### config.mk
export PLATFORM = sky130hd
export DESIGN_NAME = mux_bus_seq
export DESIGN_NICKNAME = d
export VERILOG_FILES = /design/src/rtl/mbs_pkg.sv /design/src/rtl/mbs_tstate_fsm.sv /design/src/rtl/mbs_pin_drive.sv /design/src/rtl/mux_bus_seq.sv
export SDC_FILE = /design/constraint.sdc
export NUM_CORES = 1
export LEC_CHECK = 0
export BUFFER_PORTS_ARGS = -buffer_cell sky130_fd_sc_hd__buf_4
export CAP_MARGIN = 15
export CORE_MARGIN = 3
export CORE_UTILIZATION = 40
export DETAILED_ROUTE_END_ITERATION = 10
export PLACE_DENSITY = 0.67
export REMOVE_ABC_BUFFERS = 1
export SLEW_MARGIN = 20
export SYNTH_ARGS = -nofsm -noshare
export SYNTH_HDL_FRONTEND = slang
export SYNTH_SLANG_ARGS = --single-unit
export TNS_END_PERCENT = 20
### constraint.sdc
create_clock -name clk -period 1.52 [get_ports clk]
set_clock_uncertainty 0.05 [all_clocks]
set_input_delay 0.076 -clock clk [delete_from_list [all_inputs] [get_ports clk]]
set_output_delay 0.076 -clock clk [all_outputs]
set_load 0.005 [all_outputs]
### src/rtl/mbs_pkg.sv
package mbs_pkg;
  typedef enum logic [2:0] {
    TS_IDLE = 3'd0,
    TS_T1   = 3'd1,
    TS_T2   = 3'd2,
    TS_TW   = 3'd3,
    TS_T3   = 3'd4
  } tstate_e;
endpackage

### src/rtl/mbs_tstate_fsm.sv
module mbs_tstate_fsm
  import mbs_pkg::*;
(
  input  logic    clk,
  input  logic    rst_n,
  input  logic    start,
  input  logic    ready,
  output tstate_e state,
  output logic    done
);
  tstate_e state_q, state_d;
  logic    done_q, done_d;

  always_comb begin
    state_d = state_q;
    unique case (state_q)
      TS_IDLE: if (start) state_d = TS_T1;
      TS_T1:   state_d = TS_T2;
      TS_T2:   state_d = ready ? TS_T3 : TS_TW;
      TS_TW:   state_d = ready ? TS_T3 : TS_TW;
      TS_T3:   state_d = TS_IDLE;
      default: state_d = TS_IDLE;
    endcase
    done_d = (state_q == TS_T3);
  end

  always_ff @(posedge clk or negedge rst_n) begin
    if (!rst_n) begin
      state_q <= TS_IDLE;
      done_q  <= 1'b0;
    end else begin
      state_q <= state_d;
      done_q  <= done_d;
    end
  end

  assign state = state_q;
  assign done  = done_q;

  AST_T1_THEN_T2: assert property (@(posedge clk) disable iff (!rst_n)
    (state_q == TS_T1) |=> (state_q == TS_T2));
  AST_WAIT_ON_NOT_READY: assert property (@(posedge clk) disable iff (!rst_n)
    ((state_q == TS_T2 || state_q == TS_TW) && !ready) |=> (state_q == TS_TW));
  AST_LEAVE_WAIT_ON_READY: assert property (@(posedge clk) disable iff (!rst_n)
    ((state_q == TS_T2 || state_q == TS_TW) && ready) |=> (state_q == TS_T3));
  AST_DONE_PULSE: assert property (@(posedge clk) disable iff (!rst_n)
    done_q |=> !done_q);
endmodule

### src/rtl/mbs_pin_drive.sv
module mbs_pin_drive
  import mbs_pkg::*;
#(
  parameter int AW = 16,
  parameter int DW = 8
) (
  input  logic          clk,
  input  logic          rst_n,
  input  logic          start,
  input  logic          req_io,
  input  logic          req_wr,
  input  logic [AW-1:0] req_addr,
  input  logic [DW-1:0] req_wdata,
  input  tstate_e       state,
  input  logic [DW-1:0] ad_i,
  output logic [DW-1:0] ad_o,
  output logic          ad_oe,
  output logic [AW-DW-1:0] addr_hi,
  output logic          ale,
  output logic          io_m,
  output logic          rd_n,
  output logic          wr_n,
  output logic [DW-1:0] rd_data
);
  localparam int HW = AW - DW;

  logic          io_q, wr_q;
  logic [AW-1:0] addr_q;
  logic [DW-1:0] wdata_q, rdata_q;
  logic          cap_en;
  logic [HW-1:0] hi_eff;
  logic          active, addr_phase, data_phase;

  always_ff @(posedge clk or negedge rst_n) begin
    if (!rst_n) begin
      io_q    <= 1'b0;
      wr_q    <= 1'b0;
      addr_q  <= '0;
      wdata_q <= '0;
    end else if (start) begin
      io_q    <= req_io;
      wr_q    <= req_wr;
      addr_q  <= req_addr;
      wdata_q <= req_wdata;
    end
  end

  assign cap_en = (state == TS_T3) && !wr_q;

  always_ff @(posedge clk or negedge rst_n) begin
    if (!rst_n)      rdata_q <= '0;
    else if (cap_en) rdata_q <= ad_i;
  end

  always_comb begin
    active     = (state != TS_IDLE);
    addr_phase = (state == TS_T1);
    data_phase = (state == TS_T2) || (state == TS_TW) || (state == TS_T3);
    hi_eff     = io_q ? HW'(addr_q[DW-1:0]) : addr_q[AW-1:DW];
    ale        = addr_phase;
    io_m       = active && io_q;
    addr_hi    = active ? hi_eff : '0;
    ad_oe      = addr_phase || (data_phase && wr_q);
    if (addr_phase)            ad_o = addr_q[DW-1:0];
    else if (data_phase && wr_q) ad_o = wdata_q;
    else                       ad_o = '0;
    rd_n       = !(data_phase && !wr_q);
    wr_n       = !(data_phase && wr_q);
  end

  assign rd_data = rdata_q;

  AST_READ_BUS_RELEASED: assert property (@(posedge clk) disable iff (!rst_n)
    !rd_n |-> !ad_oe);
  AST_STROBES_EXCLUSIVE: assert property (@(posedge clk) disable iff (!rst_n)
    !(!rd_n && !wr_n));
  AST_ALE_ONE_CLOCK: assert property (@(posedge clk) disable iff (!rst_n)
    ale |=> !ale);
endmodule

### src/rtl/mux_bus_seq.sv
module mux_bus_seq
  import mbs_pkg::*;
#(
  parameter int AW = 16,
  parameter int DW = 8
) (
  input  logic          clk,
  input  logic          rst_n,
  input  logic          req_valid,
  input  logic          req_io,
  input  logic          req_wr,
  input  logic [AW-1:0] req_addr,
  input  logic [DW-1:0] req_wdata,
  output logic          req_ready,
  output logic          done,
  output logic [DW-1:0] rd_data,
  output logic [DW-1:0] ad_o,
  output logic          ad_oe,
  input  logic [DW-1:0] ad_i,
  output logic [AW-DW-1:0] addr_hi,
  output logic          ale,
  output logic          io_m,
  output logic          rd_n,
  output logic          wr_n,
  input  logic          ready
);
  logic [1:0] rst_sync_q;
  logic       rst_int_n;
  tstate_e    state;
  logic       start;

  always_ff @(posedge clk or negedge rst_n) begin
    if (!rst_n) rst_sync_q <= 2'b00;
    else        rst_sync_q <= {rst_sync_q[0], 1'b1};
  end
  assign rst_int_n = rst_sync_q[1];

  assign req_ready = (state == TS_IDLE);
  assign start     = req_valid && req_ready;

  mbs_tstate_fsm i_fsm (
    .clk   (clk),
    .rst_n (rst_int_n),
    .start (start),
    .ready (ready),
    .state (state),
    .done  (done)
  );

  mbs_pin_drive #(.AW(AW), .DW(DW)) i_pins (
    .clk       (clk),
    .rst_n     (rst_int_n),
    .start     (start),
    .req_io    (req_io),
    .req_wr    (req_wr),
    .req_addr  (req_addr),
    .req_wdata (req_wdata),
    .state     (state),
    .ad_i      (ad_i),
    .ad_o      (ad_o),
    .ad_oe     (ad_oe),
    .addr_hi   (addr_hi),
    .ale       (ale),
    .io_m      (io_m),
    .rd_n      (rd_n),
    .wr_n      (wr_n),
    .rd_data   (rd_data)
  );

  AST_CAPTURE_AT_T3_END: assert property (@(posedge clk) disable iff (!rst_int_n)
    (done && !$past(rd_n)) |-> (rd_data == $past(ad_i)));
  AST_CYCLE_TYPE_STABLE: assert property (@(posedge clk) disable iff (!rst_int_n)
    (!req_ready && !ale) |-> ($stable(io_m) && $stable(addr_hi)));
  AST_BUSY_NO_ACCEPT: assert property (@(posedge clk) disable iff (!rst_int_n)
    (!req_ready && req_valid) |=> !ale);
endmodule

### Word level (Yosys, flattened, before mapping)

Cells that the tools add are included.

* bits in registers: 40
* input port bits: 38
* output and inout port bits: 31

* equal/unequal tests: 5
* mux-type cells: 7
* reductions and logical operators: 14

Operators by type and width (count)
* $mux 8: 4
* $pmux 3 s3: 1
* $eq 3x2->1 const B: 2
* $mux 3: 2
* $logic_and 1x1->1: 5
* $eq 3x1->1 const B: 1
* $eq 3x3->1 const B: 1
* $logic_not 1->1: 3
* $logic_not 3->1: 1
* $logic_or 1x1->1: 3
* $reduce_bool 3->1: 1
* $ne 2x1->1 const B: 1
* $reduce_or 2->1: 1

### Depth between registers and ports, before layout

Gate-level depths: netlist (run 1).

* word-level depth: 6
* gate-level depth with buffers: 6
* mapped depth without buffers: 3

### By module

From an unflattened synthesis (run 1), not the netlist that was laid out.

* cells, all modules: 147
* area, all modules: 1930.6 sq um

By module, submodules not included
* mbs_pin_drive: instances 1, cells an instance 130, area an instance 1710.4 sq um, sequential area each 850.8 sq um
* mbs_tstate_fsm: instances 1, cells an instance 12, area an instance 146.4 sq um, sequential area each 100.1 sq um
* mux_bus_seq: instances 1, cells an instance 5, area an instance 73.8 sq um, sequential area each 50.0 sq um

### Worst setup path after synthesis (run 1)

Ideal clock, no wire load.

* path kind: register -> register
* from: register i_fsm.state_q[1] (netlist: i_fsm.state[1])
* to: register i_pins.rdata_q[0] (netlist: i_pins.rd_data[0])
* arrival: 1385 ps
* required time: 1345 ps
* setup slack: -39 ps
* cell stages (with the launch flop): 5
* path buffers: 1
* cells stage by stage: dfrtp_1 > clkbuf_2 > or3b_4 > nor2_8 > mux2_2

* word-level cells in the longest chain between the ends: 2

Ends and longest elaborated chain
* start, declared: line mbs_tstate_fsm.sv:11 `tstate_e state_q, state_d;`
* start signal, assigned: line mbs_tstate_fsm.sv:32 `state_q <= state_d;`
* $eq 3x3->1: line mbs_pin_drive.sv:48 `assign cap_en = (state == TS_T3) && !wr_q;`
* $logic_and 1x1->1: line mbs_pin_drive.sv:48
* end signal, assigned: line mbs_pin_drive.sv:52 `else if (cap_en) rdata_q <= ad_i;`
* end, declared: line mbs_pin_drive.sv:29 `logic [DW-1:0] wdata_q, rdata_q;`

No other way between the ends.
A chain may end at the register's enable or synchronous reset.

### Final worst setup path (run 1)

* from: register i_fsm.state_q[0] (netlist: i_fsm.state[0])
* to: register i_pins.rdata_q[6] (netlist: i_pins.rd_data[6])

Same word-level chain as after synthesis.

==> key figures, run 1 <==
Layout
  • Layout area overhead: 70.9%
  • Design area: about 3200 µm²
  • Core Util, Final: 72.4%
  • Antenna diode count: 0
  • Fillers: 320
  • Fin nets: 318
  • Share of post-route cells with drive strength above 1: a little under three fifths

Routing
  • DRT iter0 DRCs: 69
  • Routed Antenna Nets: 0
  • Routed vias/inst: 4.98
  • Total wire length: 5.27 mm
  • # DRC: 0
  • DR WL/cell: 15.8 µm
  • Vias: roughly 1700
  • Pre-Repair DR Iteration Count: 4

Run status
  • Failing checks: setup timing
  • Status: finished with violations

Synthesis
  • Cells after synthesis: 157
  • Synth area leader: dfrtp_1
  • Post-synthesis register bit count: 40
  • Asr flop ratio synth: 100%
  • EDFF count, synth: 0
  • Seq/Total Area, Yosys: approximately 53%
  • Commonest cells post-synth: dfrtp_1, mux2_2, nand3_1
  • Count leader, synth: dfrtp_1
  • Top-area cell type share of the netlist area: 52.8%
  • Synth area leaders: dfrtp_1, mux2_2, mux2i_1
  • Yosys cell types: 24
  • Synth Cell Area: 1900 µm²
  • Synthesized area per cell: 12.1 µm²
  • Top FF cell, synth: dfrtp_1
  • Synth warn: 0

Placed design
  • DP HPWL: roughly 3.1 mm
  • GP Congestion: 0.738
  • I/O Buffers: 68
  • Placed Area: between 2000 and 3000 µm²

Floorplan
  • Die H: around 75 µm
  • I/O pins: just under 70
  • CORE AREA: 4470 µm²
  • Die Wd: 74.8 µm
  • Initial Util: 42.4%
  • DIE AREA: 5600 µm²
  • Rows: 24

CTS
  • CTS tree: built
  • H-tree levels: 2
  • CTS max path bufs: 2
  • Num CTS Buffers: 5
  • Insertion delay to the later sink of the worst-skew pair: about 0.29 ns
  • Clock Sinks: 40
  • Clock-pin slew on the worst setup and hold paths: ~0.070 ns
  • Clock root buffer: clkbuf_8

GRT
  • Vias in the first global route: 1697
  • Largest net degree at the start of global routing: 24
  • Total track usage: between 10% and 20%
  • First-pass GRT wire length: between 7 and 8 mm
  • Initial antenna violation count: 0
  • Grt ovf: 0

Min path
  • Hold Path Origin: req_valid
  • Worst Hold Class: in2reg

STA
  • Max Freq: 585 MHz
  • Count of final hold-check violations: 0
  • Max-slew violation count: 0
  • Least-Margin Pin Slew: 0.515 ns
  • Post-layout min period: 1.71 ns
  • Final TNS setup: -5.59 ns
  • # setup viols final: between 50 and 60
  • Setup ws final: -0.190 ns
  • RSZ-0062 raised after global routing: yes
  • Fin Hold WS: 0.0224 ns
  • Max-slew headroom: 65.7%
  • Post-route clock period utilization: 112%

Pwr
  • Max VDD drop: 1000 µV
  • Power, Total: 6160 µW
  • Switching power of the nets: ~2100 µW
  • Sw Share: 33.3%
  • Combinational share of power: 55.9%
  • Seq pwr share: 32.3%
  • Internal power component: about 4000 µW
  • LEAKAGE: ~0.0016 µW
  • P per Cell Area: 1900 nW/µm²
  • Clk network pwr share: 11.8%

Flow run
  • Max-Cap Viols: 0

Critical path
  • Cell family with most CP delay: simple AND/OR/NAND/NOR gates
  • R2R Path Start: i_fsm.state[0]
  • CP required: about 1.6 ns
  • Crit path max-delay cell type: or3b_4
  • Critical Path AT: 1.83 ns
  • Critical path fanouts, max: 8
  • Worst setup SP type: flip-flop
  • CP Capture Type: flip-flop
  • WS Path Type: reg2reg
  • CP Cell Sequence: buf_4 > or3b_4 > nor2_8 > mux2_2
  • Beginning of the critical path: i_fsm.state[0]
  • Max stage delay on crit path: 0.44 ns
  • Critical path buffers and inverters: 1
==> timing repair <==
item | 4_1_cts | 5_1_grt
hold buffers | 36 | 0
pin swaps | 4 | 7
resized for setup | 17 | 37
buffers inserted | 10 | 1
hold endpoints to repair | 37 | 0
gates cloned | 0 | 1
endpoints found under the setup margin | 44 | 56
==> per-stage QoR <==
| stage | setup slack (ns) | cells |
|---|---|---|
| after detailed placement | -0.00957 | 277 |
| final | -0.190 | 333 |
| after global routing | -0.232 | 333 |
| after global placement | 0.00276 | 277 |
| after floorplan | -0.794 | 146 |
| after CTS | -0.151 | 331 |
==> placed cells by master (no fill, tap or decap), types with 3 or more instances in the layout <==
cell,instances
mux2_4,12
nand2_1,4
dfrtp_1,39
nand3b_1,8
buf_12,3
nand3_2,5
mux2_2,23
buf_6,13
nand3_1,11
mux2i_1,9
buf_4,75
dlygate4sd3_1,36
nand2_2,7
nor2_1,11
clkbuf_8,6
==> kinds of logic after synthesis <==
group,count (synthesis),synth area share (%)
and+or+nand+nor,57,16.8
muxes,44,25.5
DFF,40,52.8
buffers and inverters,13,3.83
AOI/OAI and AO/OA,2,0.792
other,1,0.198
==> layer usage <==
| layer | wire (µm) | share of wire, % | track usage (%) | vias to the layer above |
|---|---|---|---|---|
| li1 | - | - | - | 788 |
| met1 | 2140 | 41 | 22.6 | 832 |
| met2 | 2900 | 55 | 32.9 | 35 |
| met3 | 168 | 3.2 | 4.67 | 4 |
| met4 | 61 | 1.2 | 7.91 | 0 |
| met5 | 0 | 0 | 0 | - |
==> power groups by stage <==
stage,Sequential [µW],Clock (µW),Combinational (µW)
floorplan,1980,0,1310
finish,1990,724,3440
global placement,1960,0,2630
global route,2060,798,3730
CTS,1950,740,3060
detailed placement,1990,0,2660
==> state kept, by name, indices dropped and copies added, names as in the netlist <==
| signal | count |
|---|---|
| i_pins.wr_q | 1 |
| i_pins.addr_q | 16 |
| i_pins.rd_data | 8 |
| i_fsm.state | 3 |
| i_pins.io_q | 1 |
| rst_sync_q | 2 |
| i_pins.wdata_q | 8 |
| i_fsm.done | 1 |
==> worst register-to-register path: cells and delay by family (launching register included) <==
family	cells	cell delay (ns)
and+or+nand+nor	2	0.62
buffers and inverters	1	0.16
DFF	1	0.40
muxes	1	0.36
==> area by class of cell <==
class	instances	area, µm²	area share (%)
clock buffer	6	82.6	2.55
tap	52	65.1	2.01
inverter	2	7.51	0.232
clock inverter	2	10.0	0.309
sequential	40	1000	30.9
multi-input combinational	104	942	29.1
timing repair buffer	127	1130	34.9
==> worst paths after layout <==
| path | depth (start not counted) | slack (ns) | endpoint |
|---|---|---|---|
| hold / removal | 3 | 0.02 | i_fsm.state[0] |
| hold reg to reg | 0 | 0.13 | i_pins.addr_q[10] |
| min in group asynchronous | 2 | 0.05 | rst_sync_q[1] |
| setup / recovery | 4 | -0.19 | i_pins.rd_data[6] |
| setup reg to reg | 4 | -0.19 | i_pins.rd_data[6] |
| max in group asynchronous | 1 | 0.84 | i_fsm.state[2] |
Note: power is estimated with default switching activity, not from simulation.
==> run 2, diff against run 1 <==
--- a/config.mk
+++ b/config.mk
@@ -7,6 +7,7 @@
 export LEC_CHECK = 0
 export BUFFER_PORTS_ARGS = -buffer_cell sky130_fd_sc_hd__buf_4
 export CAP_MARGIN = 15
+export CORE_ASPECT_RATIO = 1.4
 export CORE_MARGIN = 3
 export CORE_UTILIZATION = 40
 export DETAILED_ROUTE_END_ITERATION = 10
==> key figures, run 2 (synthesized netlist as in run 1, its figures left out) <==
Routing
  • DR WL/cell: 15.0 µm
  • Routed Antenna Nets: 0
  • DRT iter0 DRCs: 55
  • Pre-Repair DR Iteration Count: 4
  • Routed vias/inst: 4.88
  • # DRC: 0
  • Total wire length: 5.15 mm
  • Vias: 1680

CTS
  • H-tree levels: 2
  • Insertion delay to the later sink of the worst-skew pair: roughly 0.30 ns
  • CTS max path bufs: 2
  • Clock Sinks: 40
  • Clock root buffer: clkbuf_8
  • Clock-pin slew on the worst setup and hold paths: 0.08 ns
  • CTS tree: built
  • Num CTS Buffers: 5

Critical path
  • Max stage delay on crit path: 0.41 ns
  • CP required: 1.65 ns
  • CP Cell Sequence: buf_4 > nor3_4 > and2_4 > clkbuf_16 > mux2_2
  • Critical Path AT: 1.81 ns
  • CP Capture Type: flip-flop
  • Worst setup SP type: flip-flop
  • WS Path Type: reg2reg
  • Critical path fanouts, max: 10
  • Crit path max-delay cell type: dfrtp_1

Placed design
  • I/O Buffers: 68
  • GP Congestion: 0.727
  • DP HPWL: 3.30 mm

Floorplan
  • Rows: 29
  • CORE AREA: 4570 µm²
  • I/O pins: 69
  • Initial Util: 41.5%
  • DIE AREA: ~5600 µm²
  • Die H: 87.5 µm
  • Die Wd: about 64 µm

STA
  • Max Freq: 594 MHz
  • RSZ-0062 raised after global routing: yes
  • # setup viols final: 55
  • Final TNS setup: -5.86 ns
  • Post-route clock period utilization: 111%
  • Max-slew violation count: 0
  • Count of final hold-check violations: 0
  • Setup ws final: -0.164 ns
  • Post-layout min period: 1.68 ns

Pwr
  • P per Cell Area: about 1900 nW/µm²
  • Power, Total: 6200 µW
  • Max VDD drop: 1130 µV
  • LEAKAGE: 0.00158 µW

GRT
  • First-pass GRT wire length: about 8 mm
  • Largest net degree at the start of global routing: 22
  • Vias in the first global route: 1672
  • Total track usage: 18.6%
  • Grt ovf: 0
  • Initial antenna violation count: 0

Layout
  • Fin nets: 319
  • Max FFs per register: 16
  • Layout area overhead: 73.4%
  • Most frequent cells in the layout: buf_4, dfrtp_1, dlygate4sd3_1, mux2_2, buf_6
  • Antenna diode count: 0
  • Share of post-route cells with drive strength above 1: between 50 and 60%
  • Biggest register: i_pins.addr_q
  • Most common cell after layout, fill and taps aside: buf_4

Run status
  • Failing checks: setup timing
  • Status: finished with violations

Flow run
  • Max-Cap Viols: 0

Min path
  • Worst Hold Class: in2reg
-- run 2: through the flow --
stage | area (µm²) | util, % | hold WS [ns] | setup WS [ns] | instances
6_report | 3290 | 71.9 | 0.00827 | -0.164 | 344
5_1_grt | 3290 | 71.9 | 0.0394 | -0.235 | 344
4_1_cts | 3110 | 67.9 | 0.0233 | -0.155 | 341
3_5_place_dp | 2540 | 55.6 | -0.187 | -0.0164 | 289
3_3_place_gp | 2540 | 55.6 | -0.189 | -0.0115 | 289
2_1_floorplan | 1830 | - | -0.270 | -0.794 | 146
-- run 2: path summary, 6_finish.rpt --
| check | from | end | slack (ns) | depth (start not counted) |
|---|---|---|---|---|
| worst min-delay path | req_valid | i_fsm.state[0] | 0.008 | 3 |
| worst min register to register | rst_sync_q[1] | i_pins.wdata_q[5] | 0.16 | 0 |
| worst max-delay path | i_fsm.state[1] | i_pins.io_q | -0.16 | 5 |
| max in group asynchronous | rst_sync_q[1] | i_pins.io_q | 0.79 | 1 |
| worst max register to register | i_fsm.state[1] | i_pins.io_q | -0.16 | 5 |
| min in group asynchronous | rst_n | rst_sync_q[1] | 0.05 | 2 |
-- run 2: layout make-up --
| type | count | area [µm²] |
|---|---|---|
| Inverter | 2 | 7.51 |
| Sequential cell | 40 | 1000 |
| Clock inverter | 3 | 42.5 |
| Clock buffer | 5 | 68.8 |
| Multi-Input combinational cell | 104 | 926 |
| Timing Repair Buffer | 128 | 1160 |
| Fill cell | 344 | 1280 |
| Tap cell | 62 | 77.6 |
-- run 2: timing repair --
action,4_1_cts,5_1_grt
gates cloned,0,2
setup buffers,8,1
endpoints found under the setup margin,40,56
hold buffers,36,0
gates resized for setup,10,31
pin swaps,5,7
hold endpoints to repair,38,0
-- run 2: per-layer routing --
metal | track usage, % | vias to the layer above | wire (µm)
met4 | 5.19 | 0 | 57
li1 | - | 791 | -
met5 | 0 | - | 0
met1 | 21.7 | 845 | 2000
met2 | 34.4 | 37 | 2920
met3 | 3.36 | 7 | 174
-- run 2: report_power, final --
part / switching (µW) / leakage [µW] / total, µW / internal, µW
Combinational: 1240 / 0.00105 / 3330 / 2100
Clock: 376 / 0.0000541 / 862 / 486
Sequential: 430 / 0.000475 / 2010 / 1580
-- run 2: critical path: cells and delay by family (launching register included) --
family,cells,cell delay [ns]
buf+inv,2,0.34
simple gates,2,0.44
flops,1,0.41
mux,1,0.33
==> run 3, diff against run 2 <==
--- a/config.mk
+++ b/config.mk
@@ -10,7 +10,9 @@
 export CORE_ASPECT_RATIO = 1.4
 export CORE_MARGIN = 3
 export CORE_UTILIZATION = 40
+export CTS_CLUSTER_SIZE = 28
 export DETAILED_ROUTE_END_ITERATION = 10
+export MAX_ROUTING_LAYER = met4
 export PLACE_DENSITY = 0.67
 export REMOVE_ABC_BUFFERS = 1
 export SLEW_MARGIN = 20
==> key figures, run 3 (synthesized netlist as in run 1, its figures left out) <==
Floorplan
  • Initial Util: between 40% and 50%
  • I/O pins: around 70
  • Die Wd: 64.2 µm
  • DIE AREA: around 5600 µm²
  • Die H: 87.5 µm
  • CORE AREA: approximately 4600 µm²
  • Rows: 29

GRT
  • Total track usage: 19.1%
  • Grt ovf: 0
  • Largest net degree at the start of global routing: 22
  • Met2 Use GR: approximately 35%
  • Initial antenna violation count: 0
  • First-pass GRT wire length: approximately 8 mm
  • M3 GR Usage: 3.23%
  • GR peak layer: met2
  • Vias in the first global route: 1675
  • M1 GR Usage: between 20% and 30%

Critical path
  • CP Capture Type: flip-flop
  • Critical path fanouts, max: 10
  • Critical Path AT: 1.81 ns
  • WS Path Type: reg2reg
  • CP required: 1.65 ns
  • Worst setup SP type: flip-flop

Run status
  • Failing checks: setup timing
  • Status: finished with violations

STA
  • RSZ-0062 raised after global routing: yes
  • Post-layout min period: 1.68 ns
  • Count of final hold-check violations: 0
  • Fin Hold WS: 0.00893 ns
  • Max Freq: 595 MHz
  • Setup ws final: -0.161 ns
  • Post-route clock period utilization: 111%
  • # setup viols final: 55
  • Max-slew violation count: 0

Routing
  • # DRC: 0
  • Routed Antenna Nets: 0
  • Routed vias/inst: around 4.9
  • Total wire length: 5.10 mm
  • Vias: 1665
  • DRT iter0 DRCs: 59
  • DR WL/cell: 14.9 µm
  • Pre-Repair DR Iteration Count: 4

Flow run
  • Max-Cap Viols: 0

Pwr
  • Max VDD drop: 1120 µV
  • LEAKAGE: 0.00158 µW
  • P per Cell Area: approximately 1900 nW/µm²
  • Power, Total: 6190 µW

CTS
  • CTS tree: built
  • H-tree levels: 2
  • Clock root buffer: clkbuf_8
  • Clock Sinks: 40
  • Clock-pin slew on the worst setup and hold paths: ~0.08 ns
  • CTS max path bufs: 2
  • Num CTS Buffers: 5
  • Insertion delay to the later sink of the worst-skew pair: 0.29 ns

Placed design
  • DP HPWL: 3.30 mm
  • Placed Area: 2540 µm²
  • DP Worst Slack: -0.0164 ns
  • I/O Buffers: roughly 70
  • GP Congestion: 0.736

Layout
  • Share of post-route cells with drive strength above 1: 57.3%
  • Core Util, Final: 71.7%
  • Layout area overhead: 73.0%
  • Biggest register: i_pins.addr_q
  • Fillers: approximately 340
  • Design area: 3280 µm²
  • Most common cell after layout, fill and taps aside: buf_4
  • Most frequent cells in the layout: buf_4, dfrtp_1, dlygate4sd3_1, mux2_2, buf_6
  • Antenna diode count: 0
  • Max FFs per register: 16
  • Fin nets: roughly 320

Min path
  • Worst Hold Class: in2reg
-- run 3: changes by cell type in the layout (fill, tap and decap cells not counted), sizes merged --
cell / previous run / this run
buf: 90 / 89
-- run 3: metal layers --
layer / vias to the layer above / part of all wire, %
met5: - / 0
met4: 0 / 1.1
met3: 7 / 3.6
met2: 36 / 57
met1: 835 / 38
li1: 787 / -
-- run 3: where the power goes --
part           internal (µW)  switching (µW)  leakage [µW]
sequential              1580             435      0.000475
clock                    486             377     0.0000541
combinational           2090            1230       0.00105
total                   4150            2040       0.00158
-- run 3: critical path: stages, from the launching register on --
cell and delay [ns]:
dfrtp_1 0.41, buf_4 0.16, nor3_4 0.20, and2_4 0.24, clkbuf_16 0.17, mux2_2 0.33
-- run 3: stage by stage --
step | setup TNS [ns] | cells
5_1_grt | -9.16 | 343
3_3_place_gp | -0.0790 | 289
4_1_cts | -5.13 | 341
2_1_floorplan | -22.06 | 146
6_report | -5.98 | 343
3_5_place_dp | -0.120 | 289
-- run 3: path summary, 6_finish.rpt --
path	endpoint	from	slack, ns	cells past startpoint
max	i_pins.io_q	i_fsm.state[1]	-0.16	5
min	i_fsm.state[0]	req_valid	0.009	3
max reg2reg	i_pins.io_q	i_fsm.state[1]	-0.16	5
min reg2reg	i_pins.addr_q[2]	rst_sync_q[1]	0.16	0
max in group asynchronous	i_pins.io_q	rst_sync_q[1]	0.79	1
min in group asynchronous	rst_sync_q[1]	rst_n	0.05	2
-- run 3: cell type report --
type                            instances  area [µm²]  area share (%)
Sequential cell                        40        1000            30.6
Clock inverter                          3        42.5            1.30
Timing Repair Buffer                  127        1150            35.1
Inverter                                2        7.51           0.229
Tap cell                               62        77.6            2.37
Multi-Input combinational cell        104         926            28.2
Clock buffer                            5        68.8            2.10
-- run 3: what timing repair did --
item	4_1_cts	5_1_grt
gates cloned	0	2
setup buffers	8	0
endpoints found under the setup margin	40	56
endpoints found under the hold margin	38	0
resized for setup	10	31
pin swaps	5	7
hold buffers	36	0
